<file path="src/rtl/pgs_pkg.sv">
package pgs_pkg;

  typedef enum logic [1:0] {
    FC_NONE = 2'b00,
    FC_UV   = 2'b01,
    FC_OV   = 2'b10
  } fault_code_t;

endpackage

</file>
<file path="src/rtl/pgs_debounce.sv">
// Consecutive-sample filter: hit is high when flag has been sampled
// high on LEN consecutive edges including the coming one.
module pgs_debounce #(
  parameter int unsigned LEN = 4
) (
  input  logic clk,
  input  logic rst_n,
  input  logic clr,
  input  logic flag,
  output logic hit
);
  localparam int unsigned CW = $clog2(LEN + 1);
  localparam logic [CW-1:0] LAST = CW'(LEN - 1);

  logic [CW-1:0] cnt_q;
  logic [CW-1:0] cnt_d;
  logic          cnt_en;

  always_comb begin
    cnt_d  = cnt_q;
    cnt_en = 1'b0;
    if (clr || !flag) begin
      cnt_d  = '0;
      cnt_en = (cnt_q != '0);
    end else if (cnt_q != LAST) begin
      cnt_d  = cnt_q + 1'b1;
      cnt_en = 1'b1;
    end
  end

  always_ff @(posedge clk or negedge rst_n) begin
    if (!rst_n) begin
      cnt_q <= '0;
    end else if (cnt_en) begin
      cnt_q <= cnt_d;
    end
  end

  assign hit = flag && !clr && (cnt_q == LAST);

  AST_CNT_BOUND: assert property (@(posedge clk) disable iff (!rst_n)
    cnt_q <= LAST);

  AST_CNT_RESTART: assert property (@(posedge clk) disable iff (!rst_n)
    !flag |=> cnt_q == '0);
endmodule

</file>
<file path="src/rtl/pgs_fault_core.sv">
module pgs_fault_core
  import pgs_pkg::*;
(
  input  logic        clk,
  input  logic        rst_n,
  input  logic        active,
  input  logic        uv_hit,
  input  logic        ov_hit,
  output logic        uv_lat,
  output logic        ov_lat,
  output fault_code_t code
);
  logic        uv_d, ov_d;
  fault_code_t code_d;

  always_comb begin
    uv_d   = uv_lat;
    ov_d   = ov_lat;
    code_d = code;
    if (!active) begin
      uv_d   = 1'b0;
      ov_d   = 1'b0;
      code_d = FC_NONE;
    end else begin
      if (uv_hit) uv_d = 1'b1;
      if (ov_hit) ov_d = 1'b1;
      if (code == FC_NONE) begin
        if (ov_hit)      code_d = FC_OV;
        else if (uv_hit) code_d = FC_UV;
      end
    end
  end

  always_ff @(posedge clk or negedge rst_n) begin
    if (!rst_n) begin
      uv_lat <= 1'b0;
      ov_lat <= 1'b0;
      code   <= FC_NONE;
    end else begin
      uv_lat <= uv_d;
      ov_lat <= ov_d;
      code   <= code_d;
    end
  end

  AST_CODE_STICKY: assert property (@(posedge clk) disable iff (!rst_n)
    (code != FC_NONE && active) |=> $stable(code));

  AST_OV_HOLD: assert property (@(posedge clk) disable iff (!rst_n)
    (ov_lat && active) |=> ov_lat);

  AST_UV_HOLD: assert property (@(posedge clk) disable iff (!rst_n)
    (uv_lat && active) |=> uv_lat);

  AST_CLEAR_INACTIVE: assert property (@(posedge clk) disable iff (!rst_n)
    !active |=> (code == FC_NONE && !uv_lat && !ov_lat));
endmodule

</file>
<file path="src/rtl/pgs_drive.sv">
module pgs_drive (
  input  logic active,
  input  logic uv_lat,
  input  logic ov_lat,
  input  logic ot_hot,
  output logic both_off,
  output logic ls_on,
  output logic softstop
);
  always_comb begin
    both_off = 1'b0;
    ls_on    = 1'b0;
    softstop = 1'b0;
    if (!active) begin
      both_off = 1'b1;
      softstop = 1'b1;
    end else if (ov_lat) begin
      ls_on    = 1'b1;
      softstop = 1'b1;
    end else if (uv_lat || ot_hot) begin
      both_off = 1'b1;
      softstop = 1'b1;
    end
  end

  always_comb begin
    AST_DRIVE_EXCL: assert (!(ls_on && both_off));
  end
endmodule

</file>
<file path="src/rtl/pgs_supervisor.sv">
module pgs_supervisor
  import pgs_pkg::*;
#(
  parameter int unsigned PG_DLY  = 12600,
  parameter int unsigned UV_DEB  = 3200,
  parameter int unsigned OV_FILT = 300
) (
  input  logic       clk,
  input  logic       rst_n,
  input  logic       en_run,
  input  logic       supply_ok,
  input  logic       ss_done,
  input  logic       fb_hi90,
  input  logic       fb_lo70,
  input  logic       fb_hi125,
  input  logic       ot_hot,
  output logic       pgood,
  output logic [1:0] fault_code,
  output logic       drv_both_off,
  output logic       drv_ls_on,
  output logic       softstop_req,
  output logic       ss_rearm
);
  logic        active;
  logic        uv_flag, uv_hit, ov_hit, pg_hit;
  logic        uv_lat, ov_lat;
  logic        pg_cond;
  logic        pg_q, pg_d, pg_en;
  logic        ot_q;
  fault_code_t code;

  assign active  = en_run && supply_ok;
  assign uv_flag = fb_lo70 && ss_done && !ot_hot;
  assign pg_cond = active && ss_done && fb_hi90 && !fb_lo70 && !fb_hi125 &&
                   !ot_hot && !uv_lat && !ov_lat;

  pgs_debounce #(.LEN(UV_DEB)) u_uv_flt (
    .clk(clk), .rst_n(rst_n), .clr(!active), .flag(uv_flag), .hit(uv_hit));

  pgs_debounce #(.LEN(OV_FILT)) u_ov_flt (
    .clk(clk), .rst_n(rst_n), .clr(!active), .flag(fb_hi125), .hit(ov_hit));

  pgs_debounce #(.LEN(PG_DLY)) u_pg_dly (
    .clk(clk), .rst_n(rst_n), .clr(!active), .flag(pg_cond), .hit(pg_hit));

  pgs_fault_core u_core (
    .clk(clk), .rst_n(rst_n), .active(active),
    .uv_hit(uv_hit), .ov_hit(ov_hit),
    .uv_lat(uv_lat), .ov_lat(ov_lat), .code(code));

  pgs_drive u_drive (
    .active(active), .uv_lat(uv_lat), .ov_lat(ov_lat), .ot_hot(ot_hot),
    .both_off(drv_both_off), .ls_on(drv_ls_on), .softstop(softstop_req));

  always_comb begin
    pg_d  = pg_q;
    pg_en = 1'b0;
    if (!pg_cond) begin
      pg_d  = 1'b0;
      pg_en = pg_q;
    end else if (pg_hit) begin
      pg_d  = 1'b1;
      pg_en = !pg_q;
    end
  end

  always_ff @(posedge clk or negedge rst_n) begin
    if (!rst_n) begin
      pg_q <= 1'b0;
      ot_q <= 1'b0;
    end else begin
      if (pg_en) pg_q <= pg_d;
      ot_q <= ot_hot;
    end
  end

  assign pgood      = pg_q && !fb_lo70 && !fb_hi125 && !ot_hot && !uv_lat && !ov_lat;
  assign ss_rearm   = active && ot_q && !ot_hot;
  assign fault_code = code;

  AST_PG_NEEDS_SS: assert property (@(posedge clk) disable iff (!rst_n)
    $rose(pg_q) |-> $past(ss_done && fb_hi90));

  AST_UV_GATED: assert property (@(posedge clk) disable iff (!rst_n)
    $rose(uv_lat) |-> $past(ss_done && !ot_hot && fb_lo70));

  AST_OT_NO_LATCH: assert property (@(posedge clk) disable iff (!rst_n)
    (ot_hot && !fb_hi125 && code == FC_NONE && active) |=> code == FC_NONE);

  AST_REARM_PULSE: assert property (@(posedge clk) disable iff (!rst_n)
    ss_rearm |=> !ss_rearm);
endmodule

</file>
<file path="config.mk">
export PLATFORM = sky130hd
export DESIGN_NAME = pgs_supervisor
export DESIGN_NICKNAME = d
export VERILOG_FILES = /design/src/rtl/pgs_pkg.sv /design/src/rtl/pgs_debounce.sv /design/src/rtl/pgs_fault_core.sv /design/src/rtl/pgs_drive.sv /design/src/rtl/pgs_supervisor.sv
export SDC_FILE = /design/constraint.sdc
export NUM_CORES = 1
export LEC_CHECK = 0
export ABC_AREA = 1
export BUFFER_PORTS_ARGS = -buffer_cell sky130_fd_sc_hd__buf_2
export CAP_MARGIN = 20
export CORE_ASPECT_RATIO = 0.8
export CORE_MARGIN = 3
export CORE_UTILIZATION = 65
export CTS_CLUSTER_DIAMETER = 50
export CTS_CLUSTER_SIZE = 30
export DETAILED_ROUTE_END_ITERATION = 12
export PLACE_DENSITY = 0.81
export SLEW_MARGIN = 20
export SYNTH_ARGS = -nofsm -noshare
export SYNTH_HDL_FRONTEND = slang
export SYNTH_SLANG_ARGS = --single-unit
</file>
<file path="constraint.sdc">
create_clock -name clk -period 2.1 [get_ports clk]
set_clock_uncertainty 0.05 [all_clocks]
set_input_delay 0 -clock clk [delete_from_list [all_inputs] [get_ports clk]]
set_output_delay 0 -clock clk [all_outputs]
set_load 0.05 [all_outputs]
</file>
After elaboration in Yosys (flattened, before gate mapping)
Cells that the tools add are included.
- output and inout bits: 7
- input bits: 9
- bits in registers: 41
- reduce and logical (&&, ||, !) cells: 48
- mux-type cells: 31
- $add $sub $neg: 3
- eq/ne operators: 11
- operators with widths (kind ; count):
    two-way mux 14 bit ; 2
    two-way mux 12 bit ; 2
    logical AND 1 bit ; 23
    two-way mux 1 bit ; 21
    two-way mux 9 bit ; 2
    adder 14 x 1 -> 14 bit, second input constant ; 1
    == test 14 bit, second input constant ; 1
    != test 14 bit, second input constant ; 1
    nonzero test 14 bit ; 1
    adder 12 x 1 -> 12 bit, second input constant ; 1
    == test 12 bit, second input constant ; 1
    != test 12 bit, second input constant ; 1
    nonzero test 12 bit ; 1
    AND reduction 2 bit ; 5
    adder 9 x 1 -> 9 bit, second input constant ; 1
    == test 9 bit, second input constant ; 1
    zero test 1 bit ; 9
    != test 9 bit, second input constant ; 1
    nonzero test 9 bit ; 1
    two-way mux 2 bit ; 4
    != test 2 x 1 -> 1 bit, second input constant ; 3
    nonzero test 2 bit ; 3
    logical OR 1 bit ; 4
    != test 3 x 1 -> 1 bit, second input constant ; 1
    2 further kinds ; 2

Depth between registers and ports, before layout
- depth in word-level cells: 13
- depth in mapped cells: 9
- mapped depth without buffers: 9

Hierarchy
Synthesis repeated with hierarchy kept, for this count alone.
- cells, all modules: 375
- area total of the unflattened synthesis: 2620.0 µm²
- by module, submodules not included (module ; sequential area each (µm²) ; area each (µm²) ; cells each ; instances):
    pgs_debounce at u_pg_dly ; 350.3 ; 932.1 ; 137 ; 1
    pgs_debounce at u_uv_flt ; 300.3 ; 799.5 ; 115 ; 1
    pgs_debounce at u_ov_flt ; 225.2 ; 570.5 ; 80 ; 1
    pgs_fault_core ; 100.1 ; 150.1 ; 16 ; 1
    pgs_supervisor ; 50.0 ; 138.9 ; 20 ; 1
    pgs_drive ; 0.0 ; 28.8 ; 7 ; 1

Least setup slack after synthesis
Ideal clock, no wire load.
- kind: register to output
- start: register u_core.uv_lat
- end: output port pgood
- data required time: 2.050 ns
- path slack: 0.058 ns
- stages on the path, launching flop included: 4
- arrival time: 1.992 ns
- cells stage by stage: dfrtp_1 nor2_2 nand2_1 nor4_1
- word-level cells in the longest chain between the ends: 3
- RTL lines (element ; line ; text):
    start, declared ; pgs_fault_core.sv:9 ; output logic uv_lat,
    start signal, assigned ; pgs_fault_core.sv:40 ; uv_lat <= uv_d;
    zero test 1 bit ; pgs_supervisor.sv:77 ; assign pgood = pg_q && !fb_lo70 && !fb_hi125 && !ot_hot && !uv_lat && !ov_lat;
    logical AND 1 bit (2 in a row) ; pgs_supervisor.sv:77 ;
    end, declared ; pgs_supervisor.sv:17 ; output logic pgood,
Every way passes these cells.

Final worst setup path
- start: register u_uv_flt.cnt_q[0]
- end: register u_uv_flt.cnt_q[5]
- word-level cells in the longest chain between the ends: 4
- elaborated cells between the ends (all ways): 9
- RTL lines (element ; line ; text):
    start, declared ; pgs_debounce.sv:15 ; logic [CW-1:0] cnt_q;
    start signal, assigned ; pgs_debounce.sv:35 ; cnt_q <= cnt_d;
    branches (longest 4 deep; another with adder 12 x 1 -> 12 bit) ; -- ;
Several ways; the timed one is not identified. The select of a mux whose other input is x is not followed.
A chain may end at the register's enable or synchronous reset.

==> reports/qor.csv <==
metric,value,unit
fin crit share,76.71,%
DRT iter0 DRCs,144,
CTS tree,done,
# fillers,246,
NumNets Final,370,
Setup-failing EPs final,0,
FP Rows,19,
P_int,0.001274,W
global-route wire length before repair,8.445,mm
Max VDD drop,526.4,uV
Worst Setup SP,u_uv_flt.cnt_q[0],
"commonest non-fill, non-tap cell in the layout",nand2_1,
post-route ant nets,0,
most frequent cells in the layout,"71 x nand2_1, 51 x nor2_1, 42 x inv_1, 41 x dfrtp_1, 36 x nand3_1",
CP Max Fanout,7,
"Seq/Total Area, Yosys",42.09,%
Leakage,1.264,nW
average footprint of a synthesized cell,7.386,sq um
Final Util,76.78,%
CP Buf/Inv Count,1,
DIE WIDTH,74.47,um
die area,0.004525,sq mm
clk slew on worst S/H paths,80,ps
Die H,60.77,um
cts bufs inserted,5,
Period minus WS final,1611,ps
hold path startpoint,en_run,
starting density of the core,69.27,%
initial antenna violation count,0,
Pins Over Slew Limit,0,
core area,0.003518,sq mm
Unique masters post-synth,29,
arrival time worst endpoint,1750,ps
PortBufs,15,
unrepaired setup endpoints after global routing,false,
Fin Setup TNS,0,ps
Slew @ Worst Pin,893.8,ps
Worst Path Required,2240,ps
sw frac,29.15,%
DRC,0,
H-tree level count,2,
post-CTS setup buffer count,0,
Critical Path Sink Type,flip-flop,
Final Hold Vio Count,1,
status,"finished, violations left",
cts hold-fix bufs,4,
vias per inst,5.494,
fmax,620.8,MHz
IO Pins,16,
Flop pwr share,48.1,%
CP startpoint kind,flip-flop,
routability cong.,0.8976,
cell count after synthesis,330,
register bit total from synthesis,41,
syn_nets,345,
largest net degree at the start of global routing,42,
RR Startpoint,u_uv_flt.cnt_q[0],
combinational power share,17.9,%
Ys Warns,0,
max_slew headroom,40.41,%
share of cells above drive strength 1,14.65,%
clock latency on the worst-skew pair,300,ps
root buffer cell,clkbuf_8,
Clock power frac,34.0,%
Crit Path Category,reg2reg,
cell family with most CP delay,simple AND/OR/NAND/NOR gates,
failing checks,hold timing,
number of global-route vias before repair,1900,
Area Overhead vs Synth,10.83,%
clock tree buffer depth,2,
worst path cell trace,ha_1 > inv_1 > nor2_4 > nand3_2 > nand2_4 > nand2_4 > nand2_1 > nand2_1,
final hold slack,-1.879,ps
critical path's slowest cell,dfrtp_1,
critical path's largest stage delay,420,ps
Cell Pwr Density,665.7,mW/mm^2
Detailed Route WL,5.181,mm
post_cts resized,0,
clock sink total,41,
HP Class,in2reg,
GRT Resource Usage Total,24.73,%
Synth Cell Area,0.002437,sq mm
"setup slack, reg-to-reg",490,ps
Reg area,0.001026,sq mm
post-DP HPWL,3.756,mm
total gr overflow,0,
max cap viols,0,
via count,2181,
multi-input logic area,0.001226,sq mm
total iterations of the first detailed-routing run,5,
NetSw,0.0005242,W
Routed WL per cell,13.05,um
antenna cell count,0,
-- power by group through the flow --
stage | clock network (W) | logic, W | registers (W)
2_1_floorplan | 0 | 0.000240 | 0.000867
3_3_place_gp | 0 | 0.000310 | 0.000875
3_5_place_dp | 0 | 0.000315 | 0.000880
4_1_cts | 0.000620 | 0.000321 | 0.000864
5_1_grt | 0.000658 | 0.000369 | 0.000871
6_report | 0.000612 | 0.000322 | 0.000865
-- cell usage after synthesis --
library cell | count | area share, %
nand4_1 | 8 | 2.1
nor2_1 | 51 | 7.9
o21bai_1 | 2 | 0.62
nor3_1 | 9 | 1.8
nor2_4 | 1 | 0.46
nor4_1 | 1 | 0.26
dfrtp_1 | 41 | 42
o21ai_1 | 3 | 0.62
a21oi_1 | 8 | 1.6
buf_4 | 1 | 0.31
a31oi_1 | 2 | 0.51
nand2_2 | 7 | 1.8
nand3b_1 | 1 | 0.31
clkinv_2 | 1 | 0.21
xor2_1 | 5 | 1.8
clkinv_1 | 1 | 0.15
ha_1 | 6 | 3.1
inv_1 | 42 | 6.5
o21ai_0 | 9 | 1.8
o31ai_1 | 3 | 0.92
or2_2 | 1 | 0.26
nand2_4 | 3 | 1.4
nand2_1 | 71 | 11
inv_2 | 3 | 0.46
nand3_2 | 2 | 0.82
o21ai_2 | 5 | 1.8
nand3_1 | 36 | 7.4
nor3_2 | 2 | 0.82
nor2_2 | 5 | 1.3
-- worst register-to-register path, stage by stage (launching register included) --
cell	delay (ps)
dfrtp_1	420
ha_1	270
inv_1	120
nor2_4	160
nand3_2	150
nand2_4	120
nand2_4	100
nand2_1	70
nand2_1	40
-- cell families (layout without fill, tap and decap cells) --
group | count (synthesis) | in the layout | synth area share (%)
and+or+nand+nor | 198 | 198 | 37.47
adders and majority gates | 6 | 6 | 3.080
DFF | 41 | 41 | 42.09
xor gates and xnor gates | 5 | 5 | 1.797
AOI/OAI and AO/OA | 32 | 32 | 7.956
buffers and inverters | 48 | 73 | 7.597
-- routing by layer --
| metal | part of all wire (%) | track usage, % |
|---|---|---|
| met1 | 51 | 35.50 |
| met2 | 41 | 36.92 |
| met3 | 6.1 | 6.954 |
| met4 | 1.6 | 6.853 |
| met5 | 0 | 0 |
-- metrics by stage --
stage / cell area, sq um / power, W / cells / setup slack, ps
after floorplan: 2437 / 0.001107 / 330 / 57.86
final: 2701 / 0.001798 / 397 / 489.1
after CTS: 2701 / 0.001805 / 397 / 482.3
after global routing: 2701 / 0.001898 / 397 / 302.6
after detailed placement: 2557 / 0.001195 / 386 / 514.0
after global placement: 2557 / 0.001185 / 386 / 610.4
-- registers in the layout, indices dropped and copies added (netlist names) --
register and cells:
u_ov_flt.cnt_q 9, u_uv_flt.cnt_q 12, pg_q 1, u_core.uv_lat 1, u_core.code 2, ot_q 1, u_core.ov_lat 1, u_pg_dly.cnt_q 14
-- worst paths after layout --
path / end / cells past startpoint
max: u_uv_flt.cnt_q[5] / 8
min: u_core.ov_lat / 3
max reg2reg: u_uv_flt.cnt_q[5] / 8
min reg2reg: u_core.code[1] / 1
max in group asynchronous: u_pg_dly.cnt_q[6] / 2
min in group asynchronous: u_uv_flt.cnt_q[9] / 2
-- layout make-up --
type	count	share of cell area, %
clock inverter	2	1.297
timing repair buffer	19	4.261
tap	42	1.945
clock buffer	5	2.547
multi-input combinational	241	45.39
inverter	47	6.577
sequential	41	37.98
No activity file was read; power rests on OpenSTA's default activity.
